File: src/rtl/cfgt_pkg.sv
package cfgt_pkg;
  typedef enum logic [2:0] {
    OP_SEND   = 3'd0,
    OP_LINK   = 3'd1,
    OP_STREAM = 3'd2,
    OP_UNLINK = 3'd3,
    OP_POWER  = 3'd4
  } cfgt_op_e;
endpackage

File: src/rtl/cfgt_node.sv
module cfgt_node (
  input  logic clk,
  input  logic rst_n,
  input  logic load_en,
  input  logic load_dir,
  input  logic load_mask,
  input  logic use_cmd,
  input  logic cmd_dir,
  input  logic cmd_mask,
  input  logic in_act,
  output logic out_l,
  output logic out_r
);
  logic dir_q, mask_q, dir_d, mask_d;
  logic eff_dir, eff_mask;

  always_comb begin
    dir_d  = dir_q;
    mask_d = mask_q;
    if (load_en) begin
      dir_d  = load_dir;
      mask_d = load_mask;
    end
  end

  always_ff @(posedge clk or negedge rst_n) begin
    if (!rst_n) begin
      dir_q  <= 1'b0;
      mask_q <= 1'b0;
    end else begin
      dir_q  <= dir_d;
      mask_q <= mask_d;
    end
  end

  always_comb begin
    eff_dir  = use_cmd ? cmd_dir  : dir_q;
    eff_mask = use_cmd ? cmd_mask : mask_q;
    out_l    = in_act & (eff_mask | ~eff_dir);
    out_r    = in_act & (eff_mask |  eff_dir);
  end

  // nothing leaves a node that received nothing
  assert_fwd_needs_input_R1: assert property (@(posedge clk) disable iff (!rst_n)
    (out_l || out_r) |-> in_act);
  // a split happens only under a set mask
  assert_split_needs_mask_R3: assert property (@(posedge clk) disable iff (!rst_n)
    (out_l && out_r) |-> eff_mask);
endmodule

File: src/rtl/cfgt_merge.sv
module cfgt_merge #(
  parameter int DW  = 32,
  parameter int SW  = 4,
  parameter int BIT = 0
) (
  input  logic          l_v,
  input  logic [DW-1:0] l_d,
  input  logic [SW-1:0] l_s,
  input  logic          r_v,
  input  logic [DW-1:0] r_d,
  input  logic [SW-1:0] r_s,
  output logic          o_v,
  output logic [DW-1:0] o_d,
  output logic [SW-1:0] o_s
);
  localparam logic [SW-1:0] RBIT = SW'(1) << BIT;

  always_comb begin
    o_v = l_v | r_v;
    if (l_v) begin
      o_d = l_d;
      o_s = l_s;
    end else begin
      o_d = r_d;
      o_s = r_s | RBIT;
    end
  end
endmodule

File: src/rtl/cfgt_power.sv
module cfgt_power #(
  parameter int LEVELS = 4,
  localparam int LEAVES = 1 << LEVELS
) (
  input  logic              clk,
  input  logic              rst_n,
  input  logic              wr_en,
  input  logic [LEVELS-1:0] wr_addr,
  input  logic [LEVELS-1:0] wr_mask,
  input  logic              wr_val,
  output logic [LEAVES-1:0] pwr
);
  logic [LEAVES-1:0] pwr_q, pwr_d, hit;

  always_comb begin
    for (int k = 0; k < LEAVES; k++)
      hit[k] = &(wr_mask | ~(wr_addr ^ LEVELS'(k)));
    pwr_d = pwr_q;
    if (wr_en)
      for (int k = 0; k < LEAVES; k++)
        if (hit[k]) pwr_d[k] = wr_val;
  end

  always_ff @(posedge clk or negedge rst_n) begin
    if (!rst_n) pwr_q <= '1;
    else        pwr_q <= pwr_d;
  end

  assign pwr = pwr_q;

  for (genvar g = 0; g < LEAVES; g++) begin : g_chk
    // a leaf clock enable only drops on a power write
    assert_pwr_drop_needs_write_R7: assert property (@(posedge clk) disable iff (!rst_n)
      $fell(pwr_q[g]) |-> $past(wr_en));
  end
endmodule

File: src/rtl/cfgt_tree.sv
module cfgt_tree
  import cfgt_pkg::*;
#(
  parameter int LEVELS = 4,
  parameter int DW     = 32,
  localparam int LEAVES = 1 << LEVELS,
  localparam int NODES  = 2 * LEAVES
) (
  input  logic                 clk,
  input  logic                 rst_n,
  input  logic                 cmd_valid,
  input  logic [2:0]           cmd_op,
  input  logic [LEVELS-1:0]    cmd_addr,
  input  logic [LEVELS-1:0]    cmd_mask,
  input  logic [DW-1:0]        cmd_data,
  output logic [LEAVES-1:0]    leaf_valid,
  output logic [DW-1:0]        leaf_data,
  output logic [LEAVES-1:0]    leaf_pwr,
  input  logic [LEAVES-1:0]    leaf_stat_valid,
  input  logic [LEAVES*DW-1:0] leaf_stat_data,
  output logic                 stat_valid,
  output logic [DW-1:0]        stat_data,
  output logic [LEVELS-1:0]    stat_src
);
  logic is_send, is_link, is_stream, is_unlink, is_power;
  logic link_q, link_d, root_act;

  always_comb begin
    is_send   = cmd_valid && (cmd_op == OP_SEND);
    is_link   = cmd_valid && (cmd_op == OP_LINK);
    is_stream = cmd_valid && (cmd_op == OP_STREAM);
    is_unlink = cmd_valid && (cmd_op == OP_UNLINK);
    is_power  = cmd_valid && (cmd_op == OP_POWER);
    link_d    = link_q;
    if (is_link)        link_d = 1'b1;
    else if (is_unlink) link_d = 1'b0;
    root_act  = is_send || (is_stream && link_q);
  end

  always_ff @(posedge clk or negedge rst_n) begin
    if (!rst_n) link_q <= 1'b0;
    else        link_q <= link_d;
  end

  // downward steering tree, heap indexed: node i has children 2i and 2i+1
  logic act [NODES-1:1];
  assign act[1] = root_act;

  for (genvar lv = 0; lv < LEVELS; lv++) begin : g_lvl
    for (genvar p = 0; p < (1 << lv); p++) begin : g_node
      localparam int I = (1 << lv) + p;
      cfgt_node u_node (
        .clk      (clk),
        .rst_n    (rst_n),
        .load_en  (is_link),
        .load_dir (cmd_addr[LEVELS-1-lv]),
        .load_mask(cmd_mask[LEVELS-1-lv]),
        .use_cmd  (is_send),
        .cmd_dir  (cmd_addr[LEVELS-1-lv]),
        .cmd_mask (cmd_mask[LEVELS-1-lv]),
        .in_act   (act[I]),
        .out_l    (act[2*I]),
        .out_r    (act[2*I+1])
      );
    end
  end

  for (genvar k = 0; k < LEAVES; k++) begin : g_leaf
    assign leaf_valid[k] = act[LEAVES+k];
  end
  assign leaf_data = cmd_data;

  // upward status merge, left subtree first
  logic              sv [NODES-1:1];
  logic [DW-1:0]     sd [NODES-1:1];
  logic [LEVELS-1:0] ss [NODES-1:1];

  for (genvar k = 0; k < LEAVES; k++) begin : g_src
    assign sv[LEAVES+k] = leaf_stat_valid[k];
    assign sd[LEAVES+k] = leaf_stat_data[k*DW +: DW];
    assign ss[LEAVES+k] = '0;
  end

  for (genvar lv = 0; lv < LEVELS; lv++) begin : g_up
    for (genvar p = 0; p < (1 << lv); p++) begin : g_mrg
      localparam int I = (1 << lv) + p;
      cfgt_merge #(.DW(DW), .SW(LEVELS), .BIT(LEVELS-1-lv)) u_merge (
        .l_v(sv[2*I]),   .l_d(sd[2*I]),   .l_s(ss[2*I]),
        .r_v(sv[2*I+1]), .r_d(sd[2*I+1]), .r_s(ss[2*I+1]),
        .o_v(sv[I]),     .o_d(sd[I]),     .o_s(ss[I])
      );
    end
  end

  assign stat_valid = sv[1];
  assign stat_data  = sd[1];
  assign stat_src   = ss[1];

  cfgt_power #(.LEVELS(LEVELS)) u_power (
    .clk    (clk),
    .rst_n  (rst_n),
    .wr_en  (is_power),
    .wr_addr(cmd_addr),
    .wr_mask(cmd_mask),
    .wr_val (cmd_data[0]),
    .pwr    (leaf_pwr)
  );

  // an unmasked send reaches exactly one leaf
  assert_unicast_single_R1: assert property (@(posedge clk) disable iff (!rst_n)
    (is_send && cmd_mask == '0) |-> ($countones(leaf_valid) == 1));
  // an all-ones mask reaches every leaf
  assert_broadcast_all_R2: assert property (@(posedge clk) disable iff (!rst_n)
    (is_send && cmd_mask == '1) |-> (leaf_valid == '1));
  // commands other than send and stream deliver nothing
  assert_quiet_ops_R9: assert property (@(posedge clk) disable iff (!rst_n)
    (!is_send && !is_stream) |-> (leaf_valid == '0));
  // no stream delivery without an open link
  assert_stream_needs_link_R6: assert property (@(posedge clk) disable iff (!rst_n)
    (is_stream && !link_q) |-> (leaf_valid == '0));
  // the reported source is a leaf that is actually reporting
  assert_src_reports_R8: assert property (@(posedge clk) disable iff (!rst_n)
    stat_valid |-> leaf_stat_valid[stat_src]);
endmodule

File: config.mk
export PLATFORM = sky130hd
export DESIGN_NAME = cfgt_tree
export DESIGN_NICKNAME = d
export VERILOG_FILES = /design/src/rtl/cfgt_pkg.sv /design/src/rtl/cfgt_node.sv /design/src/rtl/cfgt_merge.sv /design/src/rtl/cfgt_power.sv /design/src/rtl/cfgt_tree.sv
export SDC_FILE = /design/constraint.sdc
export NUM_CORES = 1
export LEC_CHECK = 0
export BUFFER_PORTS_ARGS = -buffer_cell sky130_fd_sc_hd__buf_2
export CAP_MARGIN = 15
export CORE_AREA = 2 2 262 264
export CTS_CLUSTER_SIZE = 8
export DETAILED_ROUTE_END_ITERATION = 6
export DIE_AREA = 0 0 264 266
export GPL_TIMING_DRIVEN = 0
export HOLD_SLACK_MARGIN = 0.15
export SLEW_MARGIN = 20
export SYNTH_ARGS = -nofsm -noshare
export SYNTH_HDL_FRONTEND = slang
export SYNTH_HIERARCHICAL = 1
export SYNTH_SLANG_ARGS = --single-unit
export TNS_END_PERCENT = 100
File: constraint.sdc
create_clock -name clk -period 9.4 [get_ports clk]
set_clock_uncertainty 0.2 [all_clocks]
set_input_delay 0 -clock clk [delete_from_list [all_inputs] [get_ports clk]]
set_output_delay 0 -clock clk [all_outputs]
set_load 0.01 [all_outputs]
==> run metrics <==
mapped cell area 11400 µm²; proportion of power drawn by the clock network 13.9%; via count of the first global-routing pass 9788; Final Worst Setup Slack 6550 ps; clock-pin slew of the registers on the worst-case setup and hold paths 60 ps; Yosys warning total 6; critical path fanouts, max 10; last weighted congestion value of the routability-driven placer 0.892; clock period minus worst slack 2850 ps; Setup CP Type input port to output pin; overall fraction of global-route tracks in use 14.7%; antenna violations before repair 38; ANT nets after route 0; DP Worst Slack 6510 ps; Vert. Die Dim 266 µm; site row count 96; clock tree from TritonCTS done; number of buffers added for setup after CTS 0; routed length on met3 3980 µm; wirelength, routed 55400 µm; Largest stage delay, worst path 300 ps; clock latency on the worst-skew pair 290 ps; CTS Root Buffer Type sky130_fd_sc_hd__clkbuf_16; CORE AREA 67700 µm²; peak clock frequency supported by timing 351 MHz; cts bufs inserted 5; maximum buffer depth of the clock tree 2; cell count of the worst reg-to-reg path 2; post-layout net count 2169; post-synthesis to final-layout area growth 44.9%; run status completed; initial cell density of the core 16.8%; pin count of the biggest net entering global routing 48; Mapped Avg Cell Area 13.1 µm²; RSZ-0062 raised after global routing false; Cell Pwr Density 75.5 nW/µm²; required time reported for the critical path endpoint 9200 ps; post-DP HPWL 48000 µm; Max Cap Viol 0; top layer in use met5; max-slew violations 0; arrival time at the worst endpoint 2650 ps; IR drop worst, VDD 0.0000946 V; first-pass GRT wire length 72900 µm; final setup violating endpoints 0; total die area 70200 µm²; H-tree lvl count 2; wl on met1 23300 µm; Slew headroom 58.6%; most frequent cell on the critical path sky130_fd_sc_hd__buf_6; met2 wire length 27200 µm; combinational share of power 63.0%; Cells on Worst Hold Path 4; starting DRC count in detailed routing 386; Final Total Pwr 1.24 mW; Worst Setup SP leaf_stat_valid[0]; DRC violation count after routing 0; setup TNS after final layout 0 ps; LEAKAGE 8.75 nW; source of the worst hold timing path cmd_op[2]; Die Wd 264 µm; Reg power frac 23.1%; number of filler instances in the final layout 7330; Routed wire per std cell 22.3 µm; Cell Int Power 0.834 mW; TritonCTS sink count 47; I/O pins 675; number of standard cells after synthesis 869; average vias per placed instance 3.92; Sw Ratio 32.9%; final hold violations 0; cts repair resizes 0; sw power 0.408 mW; post-layout utilization of the core 24.3%; share of cells above drive strength 1 83.3%; critical path endpoint category output pin; ratio of final minimum period to clock period 30.3%; worst reg2reg startpoint u_power/pwr[10]; cell chain of the critical path buf_6 -> buf_8 -> or2_1 -> buf_6 -> buf_8 -> or2_1 -> buf_6 -> buf_8 -> or2_1 -> buf_6 -> buf_12 -> mux2_4 -> buf_2; drt pass-1 iters 5; slowest stage cell on the critical path sky130_fd_sc_hd__mux2_4; number of vias after detailed routing 9746; actual transition at the worst max-transition pin 621 ps; hold-fix buffer count after cts 48; Critical Path Start Type input port; total congestion overflow after global routing 0; number of I/O port buffers 635; hold crit path type input port to flop
-- metrics by stage --
stage | area (µm²) | instances | hold WS (ps)
finish | 16500 | 2489 | 232
global route | 16400 | 2483 | 277
CTS | 16400 | 2477 | 240
detailed placement | 15800 | 2421 | -16.3
global placement | 15800 | 2417 | -15.5
floorplan | 11500 | 900 | -496
-- path summary, 6_finish.rpt --
check | to | slack (ps)
max in group asynchronous | g_lvl[1].g_node[0].u_node/dir_q | 7980
min | g_lvl[0].g_node[0].u_node/dir_q | 230
min in group asynchronous | g_lvl[3].g_node[3].u_node/mask_q | 610
max reg2reg | u_power/pwr[10] | 7920
min reg2reg | link_q | 290
max | stat_data[5] | 6550
-- state kept, by name, indices dropped and copies added, names as in the netlist --
name,cells
link_q,1
g_lvl.g_node.u_node/mask_q,15
u_power/pwr,16
g_lvl.g_node.u_node/dir_q,15
-- routing by layer --
layer / vias to the layer above / global-route usage, %
met1: 4587 / 18.1
li1: 4644 / -
met5: - / 0
met2: 425 / 26.2
met4: 22 / 2.09
met3: 68 / 3.62
-- critical path, delay by kind of cell --
family        cells  cell delay, ps
buf+inv           9            1540
mux               1             300
simple gates      3             720
-- power by group through the flow --
stage          Clock, mW  Combinational [mW]  Sequential [mW]
5_1_grt            0.186               0.832            0.293
4_1_cts            0.180               0.790            0.287
6_report           0.173               0.782            0.287
3_3_place_gp           0               0.764            0.290
2_1_floorplan          0               0.473            0.294
3_5_place_dp           0               0.769            0.291
-- layout make-up --
class                      instances  area [µm²]  share of cell area, %
multi-input combinational        729        8870                   53.9
timing repair buffer             688        3700                   22.5
buffer                           109        1360                   8.26
sequential                        47        1200                   7.27
tap                              882        1100                   6.71
clock buffer                       7         133                  0.806
inverter                          15        56.3                  0.342
antenna                           11        27.5                  0.167
clock inverter                     1        5.00                 0.0304
-- cells in the final DEF, fill, tap and decap left out, types with 19 or more instances in the layout --
cell type,count
sky130_fd_sc_hd__dfrtp_1,31
sky130_fd_sc_hd__buf_12,30
sky130_fd_sc_hd__buf_2,634
sky130_fd_sc_hd__mux2_4,414
sky130_fd_sc_hd__nand2b_1,19
sky130_fd_sc_hd__dlygate4sd3_1,49
sky130_fd_sc_hd__conb_1,32
sky130_fd_sc_hd__mux2_2,120
sky130_fd_sc_hd__buf_4,52
No activity file was read; power rests on OpenSTA's default activity.
